--- src/rtl/sercom_spi_pkg.sv ---
package sercom_spi_pkg;

  localparam logic [1:0] A_CTRL = 2'd0;
  localparam logic [1:0] A_STAT = 2'd1;
  localparam logic [1:0] A_DATA = 2'd2;

  localparam int ST_DONE = 7;
  localparam int ST_WCOL = 6;
  localparam int ST_BUSY = 0;

  typedef struct packed {
    logic       ss_ign;
    logic       en;
    logic       lsb;
    logic       master;
    logic       cpol;
    logic       cpha;
    logic [1:0] rate;
  } ctrl_t;

  // half period of the master serial clock in system cycles
  function automatic int unsigned half_cycles(input logic [1:0] rate);
    case (rate)
      2'd0:    return 2;
      2'd1:    return 8;
      2'd2:    return 32;
      default: return 64;
    endcase
  endfunction

endpackage

--- src/rtl/sercom_spi_sync.sv ---
module sercom_spi_sync #(
  parameter int WIDTH = 3,
  parameter int STAGES = 2,
  parameter logic [WIDTH-1:0] RST_VAL = '0
) (
  input  logic             clk,
  input  logic             rst_n,
  input  logic [WIDTH-1:0] din,
  output logic [WIDTH-1:0] dout
);
  logic [WIDTH-1:0] st [STAGES];

  always_ff @(posedge clk or negedge rst_n) begin
    if (!rst_n) begin
      for (int i = 0; i < STAGES; i++) st[i] <= RST_VAL;
    end else begin
      st[0] <= din;
      for (int i = 1; i < STAGES; i++) st[i] <= st[i-1];
    end
  end

  assign dout = st[STAGES-1];
endmodule

--- src/rtl/sercom_spi_baud.sv ---
module sercom_spi_baud
  import sercom_spi_pkg::*;
#(
  parameter int MAX_HALF = 64
) (
  input  logic       clk,
  input  logic       rst_n,
  input  logic       run,
  input  logic [1:0] rate,
  output logic       tick
);
  localparam int CW = $clog2(MAX_HALF);
  logic [CW-1:0] cnt;

  assign tick = run && (cnt == CW'(half_cycles(rate) - 1));

  always_ff @(posedge clk or negedge rst_n) begin
    if (!rst_n)            cnt <= '0;
    else if (!run || tick) cnt <= '0;
    else                   cnt <= cnt + 1'b1;
  end

  // at least two cycles between serial clock edges
  p_tick_gap_r2: assert property (@(posedge clk) disable iff (!rst_n)
    tick |=> !tick);
endmodule

--- src/rtl/sercom_spi_engine.sv ---
module sercom_spi_engine #(
  parameter int BITS = 8
) (
  input  logic            clk,
  input  logic            rst_n,
  input  logic            en,
  input  logic            master,
  input  logic            cpol,
  input  logic            cpha,
  input  logic            lsb,
  input  logic            load,
  input  logic [BITS-1:0] wdata,
  input  logic            tick,
  input  logic            abort,
  input  logic            miso_i,
  input  logic            sck_s,
  input  logic            mosi_s,
  input  logic            sel_s,
  output logic            active,
  output logic            sck_o,
  output logic            mosi_o,
  output logic            miso_o,
  output logic            busy,
  output logic            done,
  output logic [BITS-1:0] done_byte
);
  localparam int EW = $clog2(2 * BITS + 1);
  localparam int BW = $clog2(BITS);

  function automatic logic [BITS-1:0] shift_in(input logic [BITS-1:0] v,
                                               input logic b, input logic lsbf);
    return lsbf ? {b, v[BITS-1:1]} : {v[BITS-2:0], b};
  endfunction

  function automatic logic out_bit(input logic [BITS-1:0] v, input logic lsbf);
    return lsbf ? v[0] : v[BITS-1];
  endfunction

  logic [BITS-1:0] sr;
  logic [EW-1:0]   ecnt;
  logic [BW-1:0]   bcnt;
  logic            act, sck_r, samp, sck_q;

  // master sequencing events
  logic m_last, m_edge, m_samp, m_shift;
  assign m_last  = act && tick && (ecnt == EW'(2 * BITS));
  assign m_edge  = act && tick && !m_last;
  assign m_samp  = m_edge && (ecnt[0] == cpha);
  assign m_shift = m_edge && (ecnt[0] != cpha) && !(cpha && ecnt == '0);

  // slave sequencing events
  logic slave_on, sck_edge, s_lead, s_sample, s_last;
  assign slave_on = en && !master && sel_s;
  assign sck_edge = sck_s != sck_q;
  assign s_lead   = sck_s != cpol;
  assign s_sample = slave_on && sck_edge && (s_lead ^ cpha);
  assign s_last   = s_sample && (bcnt == BW'(BITS - 1));

  assign done      = m_last || s_last;
  assign done_byte = m_last ? (cpha ? shift_in(sr, samp, lsb) : sr)
                            : shift_in(sr, mosi_s, lsb);
  assign busy      = act || (bcnt != '0);
  assign active    = act;
  assign sck_o     = act ? sck_r : cpol;
  assign mosi_o    = out_bit(sr, lsb);
  assign miso_o    = out_bit(sr, lsb);

  always_ff @(posedge clk or negedge rst_n) begin
    if (!rst_n) begin
      act   <= 1'b0;
      ecnt  <= '0;
      sck_r <= 1'b0;
      samp  <= 1'b0;
      sck_q <= 1'b0;
    end else begin
      sck_q <= sck_s;
      if (m_samp) samp <= miso_i;
      if (!en || abort) begin
        act <= 1'b0;
      end else if (load && master) begin
        act   <= 1'b1;
        ecnt  <= '0;
        sck_r <= cpol;
      end else if (m_last) begin
        act <= 1'b0;
      end else if (m_edge) begin
        sck_r <= ~sck_r;
        ecnt  <= ecnt + 1'b1;
      end
    end
  end

  always_ff @(posedge clk or negedge rst_n) begin
    if (!rst_n)                  sr <= '0;
    else if (load)               sr <= wdata;
    else if (m_shift)            sr <= shift_in(sr, samp, lsb);
    else if (m_last && cpha)     sr <= shift_in(sr, samp, lsb);
    else if (s_sample)           sr <= shift_in(sr, mosi_s, lsb);
  end

  always_ff @(posedge clk or negedge rst_n) begin
    if (!rst_n)          bcnt <= '0;
    else if (!slave_on)  bcnt <= '0;
    else if (s_sample)   bcnt <= s_last ? '0 : bcnt + 1'b1;
  end

  // the serial clock moves only on a divider tick
  p_sck_hold_r2: assert property (@(posedge clk) disable iff (!rst_n)
    (act && !tick) |=> $stable(sck_r));
  // never more than two edges per bit
  p_edge_bound_r2: assert property (@(posedge clk) disable iff (!rst_n)
    act |-> (ecnt <= EW'(2 * BITS)));
  // a deselected slave holds no partial byte
  p_desel_idle_r10: assert property (@(posedge clk) disable iff (!rst_n)
    !sel_s |=> (bcnt == '0));
  // disabling stops a master transfer
  p_off_idle_r9: assert property (@(posedge clk) disable iff (!rst_n)
    !en |=> !act);
  // the final tick ends the transfer
  p_last_ends_r6: assert property (@(posedge clk) disable iff (!rst_n)
    m_last |=> !act);
endmodule

--- src/rtl/sercom_spi.sv ---
module sercom_spi
  import sercom_spi_pkg::*;
#(
  parameter int BITS = 8,
  parameter int SYNC_STAGES = 2
) (
  input  logic            clk,
  input  logic            rst_n,
  input  logic [1:0]      bus_addr,
  input  logic            bus_wr,
  input  logic [BITS-1:0] bus_wdata,
  output logic [BITS-1:0] bus_rdata,
  output logic            irq,
  output logic            pin_en,
  input  logic            sck_i,
  output logic            sck_o,
  output logic            sck_oe,
  input  logic            mosi_i,
  output logic            mosi_o,
  output logic            mosi_oe,
  input  logic            miso_i,
  output logic            miso_o,
  output logic            miso_oe,
  input  logic            ss_n_i
);
  ctrl_t           ctrl;
  logic            done_f, wcol_f;
  logic [BITS-1:0] rbuf;

  logic wr_ctrl, wr_stat, wr_data;
  assign wr_ctrl = bus_wr && (bus_addr == A_CTRL);
  assign wr_stat = bus_wr && (bus_addr == A_STAT);
  assign wr_data = bus_wr && (bus_addr == A_DATA);

  logic ss_s, mosi_s, sck_s;
  sercom_spi_sync #(.WIDTH(3), .STAGES(SYNC_STAGES), .RST_VAL(3'b100)) u_sync (
    .clk(clk), .rst_n(rst_n),
    .din({ss_n_i, mosi_i, sck_i}),
    .dout({ss_s, mosi_s, sck_s})
  );

  logic busy, active, done, tick, fault, load, wcol_evt;
  logic [BITS-1:0] done_byte;

  assign fault    = ctrl.en && ctrl.master && !ctrl.ss_ign && !ss_s;
  assign load     = wr_data && !busy;
  assign wcol_evt = wr_data && busy;

  sercom_spi_baud u_baud (
    .clk(clk), .rst_n(rst_n), .run(active), .rate(ctrl.rate), .tick(tick)
  );

  sercom_spi_engine #(.BITS(BITS)) u_eng (
    .clk(clk), .rst_n(rst_n),
    .en(ctrl.en), .master(ctrl.master), .cpol(ctrl.cpol), .cpha(ctrl.cpha),
    .lsb(ctrl.lsb), .load(load), .wdata(bus_wdata), .tick(tick),
    .abort(fault), .miso_i(miso_i), .sck_s(sck_s), .mosi_s(mosi_s),
    .sel_s(!ss_s), .active(active), .sck_o(sck_o), .mosi_o(mosi_o),
    .miso_o(miso_o), .busy(busy), .done(done), .done_byte(done_byte)
  );

  always_ff @(posedge clk or negedge rst_n) begin
    if (!rst_n) begin
      ctrl <= '0;
    end else begin
      if (wr_ctrl) ctrl <= ctrl_t'(bus_wdata[7:0]);
      if (fault)   ctrl.master <= 1'b0;
    end
  end

  always_ff @(posedge clk or negedge rst_n) begin
    if (!rst_n) begin
      done_f <= 1'b0;
      wcol_f <= 1'b0;
      rbuf   <= '0;
    end else begin
      done_f <= done || (done_f && !(wr_stat && bus_wdata[ST_DONE]));
      wcol_f <= wcol_evt || (wcol_f && !(wr_stat && bus_wdata[ST_WCOL]));
      if (done) rbuf <= done_byte;
    end
  end

  logic [7:0] stat;
  always_comb begin
    stat = '0;
    stat[ST_DONE] = done_f;
    stat[ST_WCOL] = wcol_f;
    stat[ST_BUSY] = busy;
  end

  always_comb begin
    case (bus_addr)
      A_CTRL:  bus_rdata = BITS'(ctrl);
      A_STAT:  bus_rdata = BITS'(stat);
      A_DATA:  bus_rdata = rbuf;
      default: bus_rdata = '0;
    endcase
  end

  assign irq     = done_f;
  assign pin_en  = ctrl.en;
  assign sck_oe  = ctrl.en && ctrl.master;
  assign mosi_oe = ctrl.en && ctrl.master;
  assign miso_oe = ctrl.en && !ctrl.master && !ss_s;

  // a refused write is always flagged
  p_wcol_set_r7: assert property (@(posedge clk) disable iff (!rst_n)
    wcol_evt |=> wcol_f);
  // the read buffer changes only on completion
  p_rbuf_hold_r3: assert property (@(posedge clk) disable iff (!rst_n)
    !done |=> $stable(rbuf));
  // a select conflict drops the master role
  p_fault_drop_r11: assert property (@(posedge clk) disable iff (!rst_n)
    fault |=> !ctrl.master);
  // completion raises the request
  p_done_irq_r6: assert property (@(posedge clk) disable iff (!rst_n)
    done |=> irq);
endmodule

--- config.mk ---
export PLATFORM = sky130hd
export DESIGN_NAME = sercom_spi
export DESIGN_NICKNAME = d
export VERILOG_FILES = /design/src/rtl/sercom_spi_pkg.sv /design/src/rtl/sercom_spi_sync.sv /design/src/rtl/sercom_spi_baud.sv /design/src/rtl/sercom_spi_engine.sv /design/src/rtl/sercom_spi.sv
export SDC_FILE = /design/constraint.sdc
export NUM_CORES = 1
export LEC_CHECK = 0
export BUFFER_PORTS_ARGS = -buffer_cell sky130_fd_sc_hd__buf_2
export CORE_MARGIN = 2
export CORE_UTILIZATION = 58
export DETAILED_ROUTE_END_ITERATION = 12
export HOLD_SLACK_MARGIN = 0.05
export PLACE_DENSITY = 0.9
export RECOVER_POWER = 100
export SLEW_MARGIN = 20
export SYNTH_ARGS = -nofsm -noshare
export SYNTH_HDL_FRONTEND = slang
export SYNTH_SLANG_ARGS = --single-unit
export TNS_END_PERCENT = 20
--- constraint.sdc ---
create_clock -name clk -period 2.7 [get_ports clk]
set_clock_uncertainty 0.05 [all_clocks]
set_input_delay 0.54 -clock clk [delete_from_list [all_inputs] [get_ports clk]]
set_output_delay 0.54 -clock clk [all_outputs]
set_load 0.05 [all_outputs]
==> run metrics <==
outcome complete, no violations; WP depth 4; antenna violations before repair 0; first-pass GRT wire length 10.7 mm; Buf/Inv on CP 2; Setup TNS 0 ns; mapped cell area 2900 um^2; proportion of synthesized area in mux cells 21.2%; CP max FO 12; Peak VDD IR 453 uV; CP Capture Type output pin; slowest stage delay, CP 0.60 ns; setup slack, reg-to-reg 0.18 ns; area of the multi-input gates 1550 um^2; Fillers 398; HPWL after DPL 4.79 mm; worst r2r src ctrl[1]; Finished Cell Area 3250 um^2; Max Cap Violations 0; Net Count, Synth 292; count of flip-flops with a built-in enable after synthesis 0; row cnt 25; die area 5590 um^2; Slew @ Worst Pin 0.859 ns; slowest cell on the critical path clkbuf_1; CTS Buf Count 5; switching share of total power 36.8%; combinational family with the most area after synthesis multiplexers; Achievable Freq 396 MHz; DRC 0; GP Congestion 0.806; PostCTS Resize Cnt 0; cell taking the most area after synthesis dfrtp_1; Comb power frac 33.1%; Worst EP arrival 1.93 ns; P per Cell Area 718 nW/um^2; Yosys cell types 45; largest cells by area after synthesis dfrtp_1 (41%), mux2i_1 (14%), mux2_2 (7.4%); FF/Latch Area 1250 um^2; ys async rst share 100%; Compound-Gate Fraction of Synth Area 12.8%; Worst-Skew Late Latency 0.31 ns; Worst Hold Slack 0.276 ns; most frequent CP cell clkbuf_1; CP endpoint bus_rdata[7]; core area 4790 um^2; wire per inst 17.5 um; Overflow after GRT 0; Yosys warning total 0; routed wire length 6.52 mm; Slew headroom 42.7%; share of cells above drive strength 1 20.6%; Iter 0 DRT Violations 82; Clock Tree Buf Depth 2; io pins 33; Design Power 2.33 mW; Reg2Reg Depth 8; worst hold path type in2reg; clk sink count 50; Post-Synth Adder-Cell Area 3.02%; minimum clock period 2.52 ns; Non-Filler Instances 373; final-stage net count 329; Global Route Usage Sum 25.9%; final count of negative-setup-slack endpoints 0; Initial Utilization 60.7%; DP Cell Count 364; Post-DP Area 3160 um^2; RSZ-0062 raised after global routing no; CP startpoint bus_addr[1]; # port buffers 32; net switching power 0.859 mW; die boundary height 74.8 um; H-tree lvl count 2; Post-Syn Instances 268; power share of the clock group 22.8%; share of the synthesized area in the top cell type 41.4%; Worst EP required 2.11 ns; count of state elements after synthesis 50; CP Cell Sequence clkbuf_1 > mux2i_1 > o21ai_0 > clkbuf_1; Antenna diodes 0; clock-pin slew on the worst setup and hold paths 0.08 ns; Most used DFF post-synth dfrtp_1; XOR/XNOR Fraction of Synth Area 3.62%; power share of the sequential group 44.0%; largest net degree at the start of global routing 27; Seq/Total Area, Yosys 43.2%; post-DR vias/cell 5.83; number of global-route vias before repair 2,210; final hold violation count 0; Leak 1.49 nW; area delta synth->final 11.8%; width of the die 74.8 um; Syn Area/Cell 10.8 um^2; crit path launch type input port; via count 2,173; Simple-Gate Fraction of Synth Area 12.7%; Worst Setup Path Type in2out; CTS tree done; Max Slew Vio Count 0; r2r endpoint rbuf[2]; min-delay src ss_n_i; drt first pass iters 4; family with the most delay on the worst path buffers and inverters; clk root buf clkbuf_8; # Post-CTS Setup Buffers 0; antenna-violating nets left 0; internal power 1.47 mW; period utilization 93.5%
[state kept, by name, summed over array words and instances (netlist names)]
name	flops
ctrl	7
irq	1
pin_en	1
rbuf	8
u_baud.cnt	6
u_eng.active	1
u_eng.bcnt	3
u_eng.ecnt	5
u_eng.samp	1
u_eng.sck_q	1
u_eng.sck_r	1
u_eng.sr	8
u_sync.dout	3
u_sync.st	3
wcol_f	1
[worst register-to-register path, stage by stage (launching register included)]
cell and delay, ns:
dfrtp_1 0.45, or2_1 0.29, ha_1 0.32, xor2_1 0.14
nand3_1 0.22, a21oi_1 0.28, and3_1 0.22, clkbuf_2 0.25
mux2i_1 0.22
[cell families after synthesis]
kind of cell	count (synthesis)
fa+ha+maj	7
buf+inv	22
xor+xnor	12
flops	50
mux	59
compound gates	46
simple gates	72
[how the worst min path moves through the flow]
stage,end,slack (ns),depth (start not counted)
after floorplan,ctrl[0],0.19,0
after global placement,u_sync.dout[1],0.28,0
after detailed placement,u_sync.dout[1],0.30,0
after CTS,u_sync.st[5],0.26,1
after global routing,u_sync.st[5],0.26,1
final,u_sync.st[5],0.28,1
[routing by layer]
layer  GRT usage (%)  routed length, um
met3            4.02                212
met1            33.3               2920
met5               0                  0
met2            44.4               3310
met4            9.13                 75
[Yosys cell counts, drive strengths merged (3+ instances only)]
cell and number:
dfrtp 48, clkbuf 4, nand3 9, mux2 19, xnor2 7, nand2b 9
inv 8, nor2b 3, nor2 17, buf 10, o21bai 6, xor2 5
a22o 7, nor3 3, ha 7, o31a 6, o21ai 8, a21oi 5
mux2i 40, nand2 19
[stage by stage]
step	setup WS [ns]	utilization [%]
after floorplan	-0.0602	-
after global placement	0.328	66.0
after detailed placement	0.254	66.0
after CTS	0.166	68.5
after global routing	0.00441	67.9
final	0.175	67.9
[power by group through the flow]
stage	clock, mW	sequential (mW)	combinational (mW)
6_report	0.532	1.03	0.773
5_1_grt	0.573	1.05	0.841
4_1_cts	0.547	1.02	0.789
3_5_place_dp	0	1.03	0.779
3_3_place_gp	0	1.02	0.746
2_1_floorplan	0	0.984	0.639
[layout make-up]
type,count,area share (%)
clock inverters,3,1.23
well taps,67,2.58
flip-flops and latches,50,38.6
repair buffers,44,6.86
inverters,8,0.924
multi-input cells,196,47.7
clock buffers,5,2.12
[placed cells by master, fill, tap and decap left out, types with 3 or more instances in the layout]
cell type	count
o31a_1	6
o21bai_1	6
buf_2	15
xnor2_1	7
o21ai_0	7
clkbuf_1	16
clkbuf_8	5
a21oi_1	5
nor2_1	16
buf_4	7
inv_1	8
ha_1	7
clkbuf_2	5
nand2_1	19
xor2_1	5
nand3_1	9
mux2i_1	40
mux2_2	18
a22o_1	7
nor2b_1	3
dfrtp_1	48
nand2b_1	9
[what timing repair did]
item / CTS / global route
setup endpoints to repair: 0 / 0
hold buffers: 1 / 0
hold endpoints to repair: 5 / 0
Power figures use the tool's default switching activity.
